<file path="src/rtl/sr_pkg.sv">
package sr_pkg;
  typedef enum logic [2:0] {
    OP_NONE    = 3'd0,
    OP_SR_MOVE = 3'd1,
    OP_SR_AND  = 3'd2,
    OP_SR_OR   = 3'd3,
    OP_SR_XOR  = 3'd4,
    OP_CCR_WR  = 3'd5,
    OP_USP_RD  = 3'd6,
    OP_USP_WR  = 3'd7
  } sr_op_e;

  localparam int SR_W      = 16;
  localparam int SR_S_BIT  = 13;
  localparam int SR_T_BIT  = 15;
  localparam logic [SR_W-1:0] SR_IMPL_MASK = 16'hA71F;
  localparam logic [SR_W-1:0] SR_CC_MASK   = 16'h001F;

  function automatic logic op_needs_priv(input sr_op_e op);
    return (op != OP_NONE) && (op != OP_CCR_WR);
  endfunction
endpackage

</file>
<file path="src/rtl/sr_priv_gate.sv">
module sr_priv_gate
  import sr_pkg::*;
(
  input  logic   req_valid,
  input  sr_op_e req_op,
  input  logic   super_mode,
  output logic   sr_wr_en,
  output logic   ccr_wr_en,
  output logic   usp_wr_en,
  output logic   usp_rd_en,
  output logic   viol
);
  logic priv_ok;

  always_comb begin
    priv_ok   = super_mode || !op_needs_priv(req_op);
    viol      = req_valid && !priv_ok;
    sr_wr_en  = 1'b0;
    ccr_wr_en = 1'b0;
    usp_wr_en = 1'b0;
    usp_rd_en = 1'b0;
    if (req_valid && priv_ok) begin
      unique case (req_op)
        OP_SR_MOVE, OP_SR_AND, OP_SR_OR, OP_SR_XOR: sr_wr_en = 1'b1;
        OP_CCR_WR: ccr_wr_en = 1'b1;
        OP_USP_WR: usp_wr_en = 1'b1;
        OP_USP_RD: usp_rd_en = 1'b1;
        default: ;
      endcase
    end
  end
endmodule

</file>
<file path="src/rtl/sr_reg.sv">
module sr_reg
  import sr_pkg::*;
#(
  parameter logic [SR_W-1:0] RESET_VAL = 16'h2700
) (
  input  logic            clk,
  input  logic            rst_n,
  input  logic            sr_wr_en,
  input  logic            ccr_wr_en,
  input  sr_op_e          op,
  input  logic [SR_W-1:0] operand,
  output logic [SR_W-1:0] sr_q
);
  logic [SR_W-1:0] sr_d;
  logic [SR_W-1:0] combined;

  always_comb begin
    unique case (op)
      OP_SR_AND: combined = sr_q & operand;
      OP_SR_OR:  combined = sr_q | operand;
      OP_SR_XOR: combined = sr_q ^ operand;
      default:   combined = operand;
    endcase
    sr_d = sr_q;
    if (sr_wr_en)
      sr_d = combined & SR_IMPL_MASK;
    else if (ccr_wr_en)
      sr_d = (sr_q & ~SR_CC_MASK) | (operand & SR_CC_MASK);
  end

  always_ff @(posedge clk or negedge rst_n) begin
    if (!rst_n)
      sr_q <= RESET_VAL & SR_IMPL_MASK;
    else if (sr_wr_en || ccr_wr_en)
      sr_q <= sr_d;
  end

  assert_reserved_zero_R2: assert property (@(posedge clk) disable iff (!rst_n)
    (sr_q & ~SR_IMPL_MASK) == '0);
  assert_ccr_only_low_R5: assert property (@(posedge clk) disable iff (!rst_n)
    ccr_wr_en |=> $stable(sr_q[SR_W-1:5]));
  assert_idle_holds_R8: assert property (@(posedge clk) disable iff (!rst_n)
    !(sr_wr_en || ccr_wr_en) |=> $stable(sr_q));
endmodule

</file>
<file path="src/rtl/sp_bank.sv">
module sp_bank #(
  parameter int SP_W = 32
) (
  input  logic            clk,
  input  logic            rst_n,
  input  logic            super_sel,
  input  logic            a7_we,
  input  logic [SP_W-1:0] a7_wdata,
  input  logic            usp_wr_en,
  input  logic [SP_W-1:0] usp_wdata,
  output logic [SP_W-1:0] a7_rdata,
  output logic [SP_W-1:0] usp_q
);
  logic [SP_W-1:0] ssp_q;
  logic            ssp_en, usp_en;
  logic [SP_W-1:0] usp_d;

  always_comb begin
    ssp_en   = a7_we && super_sel;
    usp_en   = (a7_we && !super_sel) || usp_wr_en;
    usp_d    = usp_wr_en ? usp_wdata : a7_wdata;
    a7_rdata = super_sel ? ssp_q : usp_q;
  end

  always_ff @(posedge clk) begin
    if (ssp_en) ssp_q <= a7_wdata;
    if (usp_en) usp_q <= usp_d;
  end

  assert_user_a7_spares_ssp_R6: assert property (@(posedge clk) disable iff (!rst_n)
    (a7_we && !super_sel) |=> $stable(ssp_q));
  assert_no_usp_conflict_R7: assert property (@(posedge clk) disable iff (!rst_n)
    !(usp_wr_en && a7_we && !super_sel));
endmodule

</file>
<file path="src/rtl/sr_stack_bank.sv">
module sr_stack_bank
  import sr_pkg::*;
#(
  parameter int              SP_W      = 32,
  parameter int              VEC_W     = 8,
  parameter logic [VEC_W-1:0] PRIV_VEC = 8'd8,
  parameter logic [15:0]     SR_RESET  = 16'h2700
) (
  input  logic             clk,
  input  logic             rst_n,
  input  logic             req_valid,
  input  logic [2:0]       req_op,
  input  logic [15:0]      req_data,
  input  logic [SP_W-1:0]  req_gpr,
  input  logic             a7_we,
  input  logic [SP_W-1:0]  a7_wdata,
  output logic [SP_W-1:0]  a7_rdata,
  output logic [15:0]      sr_out,
  output logic [SP_W-1:0]  usp_rdata,
  output logic             usp_rvalid,
  output logic             priv_viol,
  output logic [VEC_W-1:0] viol_vector
);
  logic [1:0] rst_sync;
  logic       rst_n_int;

  always_ff @(posedge clk or negedge rst_n) begin
    if (!rst_n) rst_sync <= 2'b00;
    else        rst_sync <= {rst_sync[0], 1'b1};
  end
  assign rst_n_int = rst_sync[1];

  sr_op_e op;
  logic   sr_wr_en, ccr_wr_en, usp_wr_en, usp_rd_en, viol;
  logic [SR_W-1:0] sr_q;

  assign op = sr_op_e'(req_op);

  sr_priv_gate u_gate (
    .req_valid (req_valid),
    .req_op    (op),
    .super_mode(sr_q[SR_S_BIT]),
    .sr_wr_en  (sr_wr_en),
    .ccr_wr_en (ccr_wr_en),
    .usp_wr_en (usp_wr_en),
    .usp_rd_en (usp_rd_en),
    .viol      (viol)
  );

  sr_reg #(.RESET_VAL(SR_RESET)) u_sr (
    .clk      (clk),
    .rst_n    (rst_n_int),
    .sr_wr_en (sr_wr_en),
    .ccr_wr_en(ccr_wr_en),
    .op       (op),
    .operand  (req_data),
    .sr_q     (sr_q)
  );

  sp_bank #(.SP_W(SP_W)) u_sp (
    .clk      (clk),
    .rst_n    (rst_n_int),
    .super_sel(sr_q[SR_S_BIT]),
    .a7_we    (a7_we),
    .a7_wdata (a7_wdata),
    .usp_wr_en(usp_wr_en),
    .usp_wdata(req_gpr),
    .a7_rdata (a7_rdata),
    .usp_q    (usp_rdata)
  );

  assign sr_out      = sr_q;
  assign usp_rvalid  = usp_rd_en;
  assign priv_viol   = viol;
  assign viol_vector = viol ? PRIV_VEC : '0;

  assert_viol_vector_R8: assert property (@(posedge clk) disable iff (!rst_n_int)
    priv_viol |-> (viol_vector == 8'd8 && !usp_rvalid));
  assert_viol_keeps_sr_R8: assert property (@(posedge clk) disable iff (!rst_n_int)
    priv_viol |=> $stable(sr_out));
  assert_viol_only_user_R8: assert property (@(posedge clk) disable iff (!rst_n_int)
    priv_viol |-> !sr_out[SR_S_BIT]);
  assert_ccr_never_viol_R5: assert property (@(posedge clk) disable iff (!rst_n_int)
    (req_valid && req_op == 3'd5) |-> !priv_viol);
  assert_user_load_refused_R7: assert property (@(posedge clk) disable iff (!rst_n_int)
    (req_valid && req_op == 3'd7 && !sr_out[SR_S_BIT] && !a7_we) |=> $stable(usp_rdata));
  assert_no_req_no_viol_R10: assert property (@(posedge clk) disable iff (!rst_n_int)
    !req_valid |-> (!priv_viol && viol_vector == '0));
endmodule

</file>
<file path="config.mk">
export PLATFORM = sky130hd
export DESIGN_NAME = sr_stack_bank
export DESIGN_NICKNAME = d
export VERILOG_FILES = /design/src/rtl/sr_pkg.sv /design/src/rtl/sr_priv_gate.sv /design/src/rtl/sr_reg.sv /design/src/rtl/sp_bank.sv /design/src/rtl/sr_stack_bank.sv
export SDC_FILE = /design/constraint.sdc
export NUM_CORES = 1
export LEC_CHECK = 0
export BUFFER_PORTS_ARGS = -buffer_cell sky130_fd_sc_hd__buf_4
export CAP_MARGIN = 30
export CORE_MARGIN = 4
export CORE_UTILIZATION = 35
export DETAILED_ROUTE_END_ITERATION = 10
export SLEW_MARGIN = 20
export SYNTH_ARGS = -nofsm -noshare
export SYNTH_HDL_FRONTEND = slang
export SYNTH_SLANG_ARGS = --single-unit
</file>
<file path="constraint.sdc">
create_clock -name clk -period 4.45 [get_ports clk]
set_input_delay 0.445 -clock clk [delete_from_list [all_inputs] [get_ports clk]]
set_output_delay 0.445 -clock clk [all_outputs]
set_load 0.1 [all_outputs]
</file>
# Word-level counts from Yosys, hierarchy flattened
# Cells that the tools add are included.
[classes]
eq_ne = 8
mux = 14
n_bitwise = 4
reduce_logical = 15
[op_table]
columns = ["operator", "count"]
rows = [
  ["$mux 32", 2],
  ["$pmux 16 s3", 1],
  ["$mux 16", 2],
  ["$and 16x16->16", 1],
  ["$or 16x16->16", 1],
  ["$or 16x5->16", 1],
  ["$xor 16x16->16", 1],
  ["$eq 3x3->1 const B", 4],
  ["$mux 1", 8],
  ["$eq 3x2->1 const B", 2],
  ["$logic_and 1x1->1", 5],
  ["$mux 4", 1],
  ["$reduce_or 4->1", 1],
  ["$eq 3x1->1 const B", 1],
  ["$logic_not 1->1", 3],
  ["$logic_or 1x1->1", 3],
  ["$ne 3x3->1 const B", 1],
  ["$reduce_bool 3->1", 1],
  ["$reduce_and 2->1", 1],
  ["$reduce_bool 2->1", 1],
]
[totals]
elab_cells = 45
output_inout_bits = 90
register_bits = 82
inputBits = 87

# Depth between registers and ports, before layout
[depth]
word_depth = 8
depth_mapped = 8
mapped_depth_nobuf = 6

# By module
# From an unflattened synthesis, not the netlist that was laid out.
[hier_totals]
hier_cells = 292
area_unflattened_um2 = 4388.0
[modules_own_cells]
columns = ["module", "area_each_um2", "seq_area_each_um2", "cells_per_inst", "n_inst"]
rows = [
  ["sp_bank", 3011.6, 1921.8, 139, 1],
  ["sr_reg", 1191.1, 255.2, 129, 1],
  ["sr_stack_bank", 117.6, 50.0, 12, 1],
  ["sr_priv_gate", 67.6, 0.0, 12, 1],
]

# Worst setup path before layout
# OpenSTA, ideal clock, no wires.
[synth_path]
kind = "register to register"
from = "register u_sr.sr_q[13]"
to = "register u_sp.usp_q[0] (enable)"
arrival_ns = 3.061
synth_period_minus_slack_ns = 3.527
stages_incl_launch_ff = 4
required_ns = 3.984
path_buffers = 2
setup_time_ns = 0.466
slack_ns = 0.923
path_cell_list = "dfstp_2 -> buf_4 -> clkbuf_1 -> o21ai_0"
[synth_between]
elab_chain_len = 4
word_cells_on_any_way = 6
classes_between = "mux (1); reduce/logical (5)"
[synth_rtl]
columns = ["element", "line", "source"]
rows = [
  ["start, declared", "sr_reg.sv:12", "output logic [SR_W-1:0] sr_q"],
  ["start signal, assigned", "sr_reg.sv:33", "sr_q <= RESET_VAL & SR_IMPL_MASK;"],
  ["start signal, assigned", "sr_reg.sv:35", "sr_q <= sr_d;"],
  ["$logic_or 1x1->1", "sr_priv_gate.sv:16", "priv_ok = super_mode || !op_needs_priv(req_op);"],
  ["$logic_and 1x1->1", "sr_priv_gate.sv:22", "if (req_valid && priv_ok) begin"],
  ["$mux 1", "sr_priv_gate.sv:22", ""],
  ["$logic_or 1x1->1 *", "sp_bank.sv:20", "usp_en = (a7_we && !super_sel) || usp_wr_en;"],
  ["net u_sp.usp_en", "sp_bank.sv:15", "logic ssp_en, usp_en;"],
  ["end signal, assigned", "sp_bank.sv:27", "if (usp_en) usp_q <= usp_d;"],
  ["end, declared", "sp_bank.sv:12", "output logic [SP_W-1:0] usp_q"],
]
# The timed path passes the listed nets; every way through them passes the cells marked *.
# A chain may end at the register's enable or synchronous reset.

# Worst setup path after layout
[layout_path]
from = "register u_sr.sr_q[13]"
to = "register u_sp.usp_q[16] (data pin)"
[layout_between]
elab_chain_len = 4
[layout_rtl]
columns = ["element", "line", "source"]
rows = [
  ["$logic_or 1x1->1", "sr_priv_gate.sv:16", ""],
  ["$logic_and 1x1->1", "sr_priv_gate.sv:22", ""],
  ["$mux 1", "sr_priv_gate.sv:22", ""],
  ["$mux 32", "sp_bank.sv:21", "usp_d = usp_wr_en ? usp_wdata : a7_wdata;"],
  ["net u_sp.usp_d[16]", "sp_bank.sv:16", "logic [SP_W-1:0] usp_d;"],
]
# The timed path passes the listed nets, and every way through them passes these cells.

==> impl_metrics.py <==
metrics = {
    "outcome": {
        "outcome": "finished, final reports clean",
    },
    "route": {
        "post_drt_via_cell_ratio": 4.78,
        "drt_iter0_markers": 155,
        "wl_per_cell_um": 16.9,
        "firstDrtPassIters": 4,
        "wirelength_um": 9960,
        "ant_nets": 0,
        "vias": 2811,
        "drcViolationCount": 0,
    },
    "synth": {
        "seq_area_frac_synth_pct": 55.7,
        "ys_warn_count": 0,
        "yosysUniqueCellTypes": 34,
        "syn_area_per_cell_um2": 13.9,
        "ys_ff_latch": 76,
        "async_reset_ff_share_pct": 15.8,
        "synth_area_mm2": 0.00400,
        "synth_edf_count": 64,
        "synthCells": 288,
        "synthFlopType": "edfxtp_1",
    },
    "hold_path": {
        "hp-class": "reg2async",
    },
    "placement": {
        "pre_cts_ws_ns": 1.70,
        "numPortBuffers": 157,
        "gp_congestion": 0.711,
        "dp_hpwl_um": 7320,
        "dpl_cell_area_mm2": 0.00527,
    },
    "die": {
        "die-area_mm2": 0.0132,
        "die_x_um": 115,
        "core-area_mm2": 0.0110,
        "start_util_pct": 36.3,
        "die_h_um": 115,
        "rows": 38,
        "io_pins": 177,
    },
    "global_routing": {
        "antenna_found_initial": 0,
        "grt_util_all_layers_pct": 15.3,
        "grt_pass1_wl_um": 15400,
        "grt_max_degree": 33,
        "grt_pass1_vias": 2909,
        "gr-total-overflow": 0,
    },
    "setup_path": {
        "crit_required_ns": 4.53,
        "worstPathArrival_ns": 2.74,
        "start_kind": "register",
        "path_max_fanout": 17,
        "critical_path_class": "reg2reg",
        "crit_path_end_kind": "register",
    },
    "clocking": {
        "tritoncts": "yes",
        "post_cts_buffers": 0,
        "clkLatencyLatePin_ns": 0.33,
        "post_cts_resized": 0,
        "cts_made_buffers": 9,
        "cts_hold_buf": 1,
        "cts_max_level": 3,
        "clock-sinks": 76,
        "clk_pin_slew_ns": 0.06,
        "cts_buffer_depth": 2,
        "clock-root-buffer": "clkbuf_16",
    },
    "power_and_ir_drop": {
        "power_density_mw_per_mm2": 417,
        "p_leak_nw": 2.40,
        "peakVddDrop_v": 0.000229,
        "p_total_mw": 2.33,
    },
    "sta": {
        "min_period_ns": 2.67,
        "timing.final.crit_share_pct": 59.9,
        "layout_setup_ws_ns": 1.78,
        "setup_tns_ns": 0,
        "slew_headroom_pct": 44.6,
        "final-max-slew-violation-count": 0,
        "fmax_mhz": 375,
        "tightest_slew_ns": 0.827,
        "hold_violations": 0,
        "rsz0062_at_grt": "false",
        "setup_viol": 0,
        "clock_skew_ns": 0.00362,
    },
    "layout": {
        "n_fill_cell": 973,
        "drive_gt1_share_pct": 57.8,
        "nets": 550,
        "multi_input_area_mm2": 0.00156,
        "final-seq-area_mm2": 0.00223,
        "area_delta_synth_final_pct": 39.7,
        "final_cell_area_mm2": 0.00559,
        "antenna_cells": 0,
    },
    "flow_run": {
        "maxCapViolCount": 0,
    },
}
[state kept, by name (all words and copies together) (netlist names)]
| signal | count |
|---|---|
| u_sp.ssp_q | 32 |
| rst_sync | 2 |
| u_sp.usp_q | 32 |
| u_sr.sr_q | 10 |
[synth_stat cells, types with 2 or more instances]
library cell,instances,area share (%)
edfxtp_1,64,48
mux2_2,64,18
inv_1,21,2.0
ha_1,20,6.3
buf_4,17,3.2
nand2_1,9,0.84
nor2_1,9,0.84
a21oi_1,8,1.0
dfrtp_1,8,5.0
o21ai_0,8,1.0
buf_2,6,0.75
a211oi_1,5,0.94
a221o_1,5,1.3
clkbuf_1,5,0.47
mux2_4,5,1.9
nor3_1,5,0.63
dfstp_2,4,2.6
nor2b_1,4,0.63
a22o_1,3,0.66
buf_6,2,0.56
conb_1,2,0.19
nand4_2,2,0.63
[where the power goes]
group	internal [mW]	leakage, nW	total [mW]	switching [mW]
clock network	0.489	0.153	0.776	0.287
logic	0.169	1.51	0.724	0.555
registers	0.810	0.742	0.834	0.0241
total	1.47	2.40	2.33	0.866
[layout by cell type, fill, tap and decap left out, drive strengths merged]
| master | netlist | final |
|---|---|---|
| or3 | 1 | 1 |
| nor3b | 2 | 2 |
| a211oi | 5 | 5 |
| and3 | 1 | 1 |
| buf | 25 | 162 |
| dfrtp | 8 | 8 |
| nor2b | 4 | 4 |
| o21ai | 9 | 9 |
| or3b | 1 | 1 |
| o211a | 1 | 1 |
| a21oi | 8 | 8 |
| dfstp | 4 | 4 |
| a22o | 3 | 3 |
| inv | 21 | 22 |
| xor2 | 1 | 1 |
| o211ai | 1 | 1 |
| a221o | 5 | 5 |
| ha | 20 | 20 |
| edfxtp | 64 | 64 |
| nand2 | 9 | 9 |
| a21o | 1 | 1 |
| nor2 | 9 | 9 |
| clkinv | 0 | 3 |
| bufinv | 0 | 2 |
| conb | 2 | 14 |
| dlygate4sd3 | 0 | 1 |
| nor3 | 5 | 5 |
| clkinvlp | 0 | 1 |
| nand4 | 2 | 2 |
| clkbuf | 6 | 9 |
| mux2 | 69 | 69 |
| and2 | 1 | 1 |
[path summary, 6_finish.rpt]
check                         startpoint              to  slack, ns  cells after the start
setup / recovery           u_sr.sr_q[13]  u_sp.usp_q[16]       1.78                      4
hold / removal               rst_sync[1]   u_sr.sr_q[15]       0.16                      0
setup reg to reg           u_sr.sr_q[13]  u_sp.usp_q[16]       1.78                      4
hold reg to reg              rst_sync[1]   u_sr.sr_q[15]       0.16                      0
max in group asynchronous          rst_n     rst_sync[0]       3.93                      2
min in group clk             a7_wdata[1]   u_sp.ssp_q[1]       0.30                      1
[critical path: stages, from the launching register on]
cell     delay (ns)
dfstp_2        0.80
and2_2         0.28
nand4_2        0.55
buf_4          0.47
mux2_2         0.30
[layout make-up]
cell class                      count  share of cell area [%]
Clock buffer                        9                    4.03
Inverter                           21                    1.41
Tap cell                          140                    3.13
Clock inverter                      7                    1.61
Timing Repair Buffer              163                    22.2
Sequential cell                    76                    39.8
Multi-Input combinational cell    172                    27.8
[per-layer routing]
layer / routed length, um / vias to the layer above / GRT usage (%)
met2: 4890 / 122 / 25.1
met5: 0 / - / 0
met4: 84 / 0 / 4.23
li1: - / 1331 / -
met3: 1340 / 8 / 8.58
met1: 3650 / 1350 / 17.1
[cell families after synthesis]
kind of cell,Yosys count,share of synthesized area [%]
xor gates and xnor gates,1,0.219
DFF,76,55.7
buffers and inverters,52,7.07
muxes,69,19.9
adders and majority gates,20,6.25
and+or+nand+nor,35,5.03
AOI/OAI and AO/OA,33,5.69
other,2,0.188
[stage by stage]
stage,hold WS [ns],util [%],std cells
2_1_floorplan,0.118,-,300
3_3_place_gp,0.190,47.5,570
3_5_place_dp,0.179,47.7,571
4_1_cts,0.185,50.7,588
5_1_grt,0.204,50.7,588
6_report,0.164,50.7,588
(Power assumes the default switching activity.)
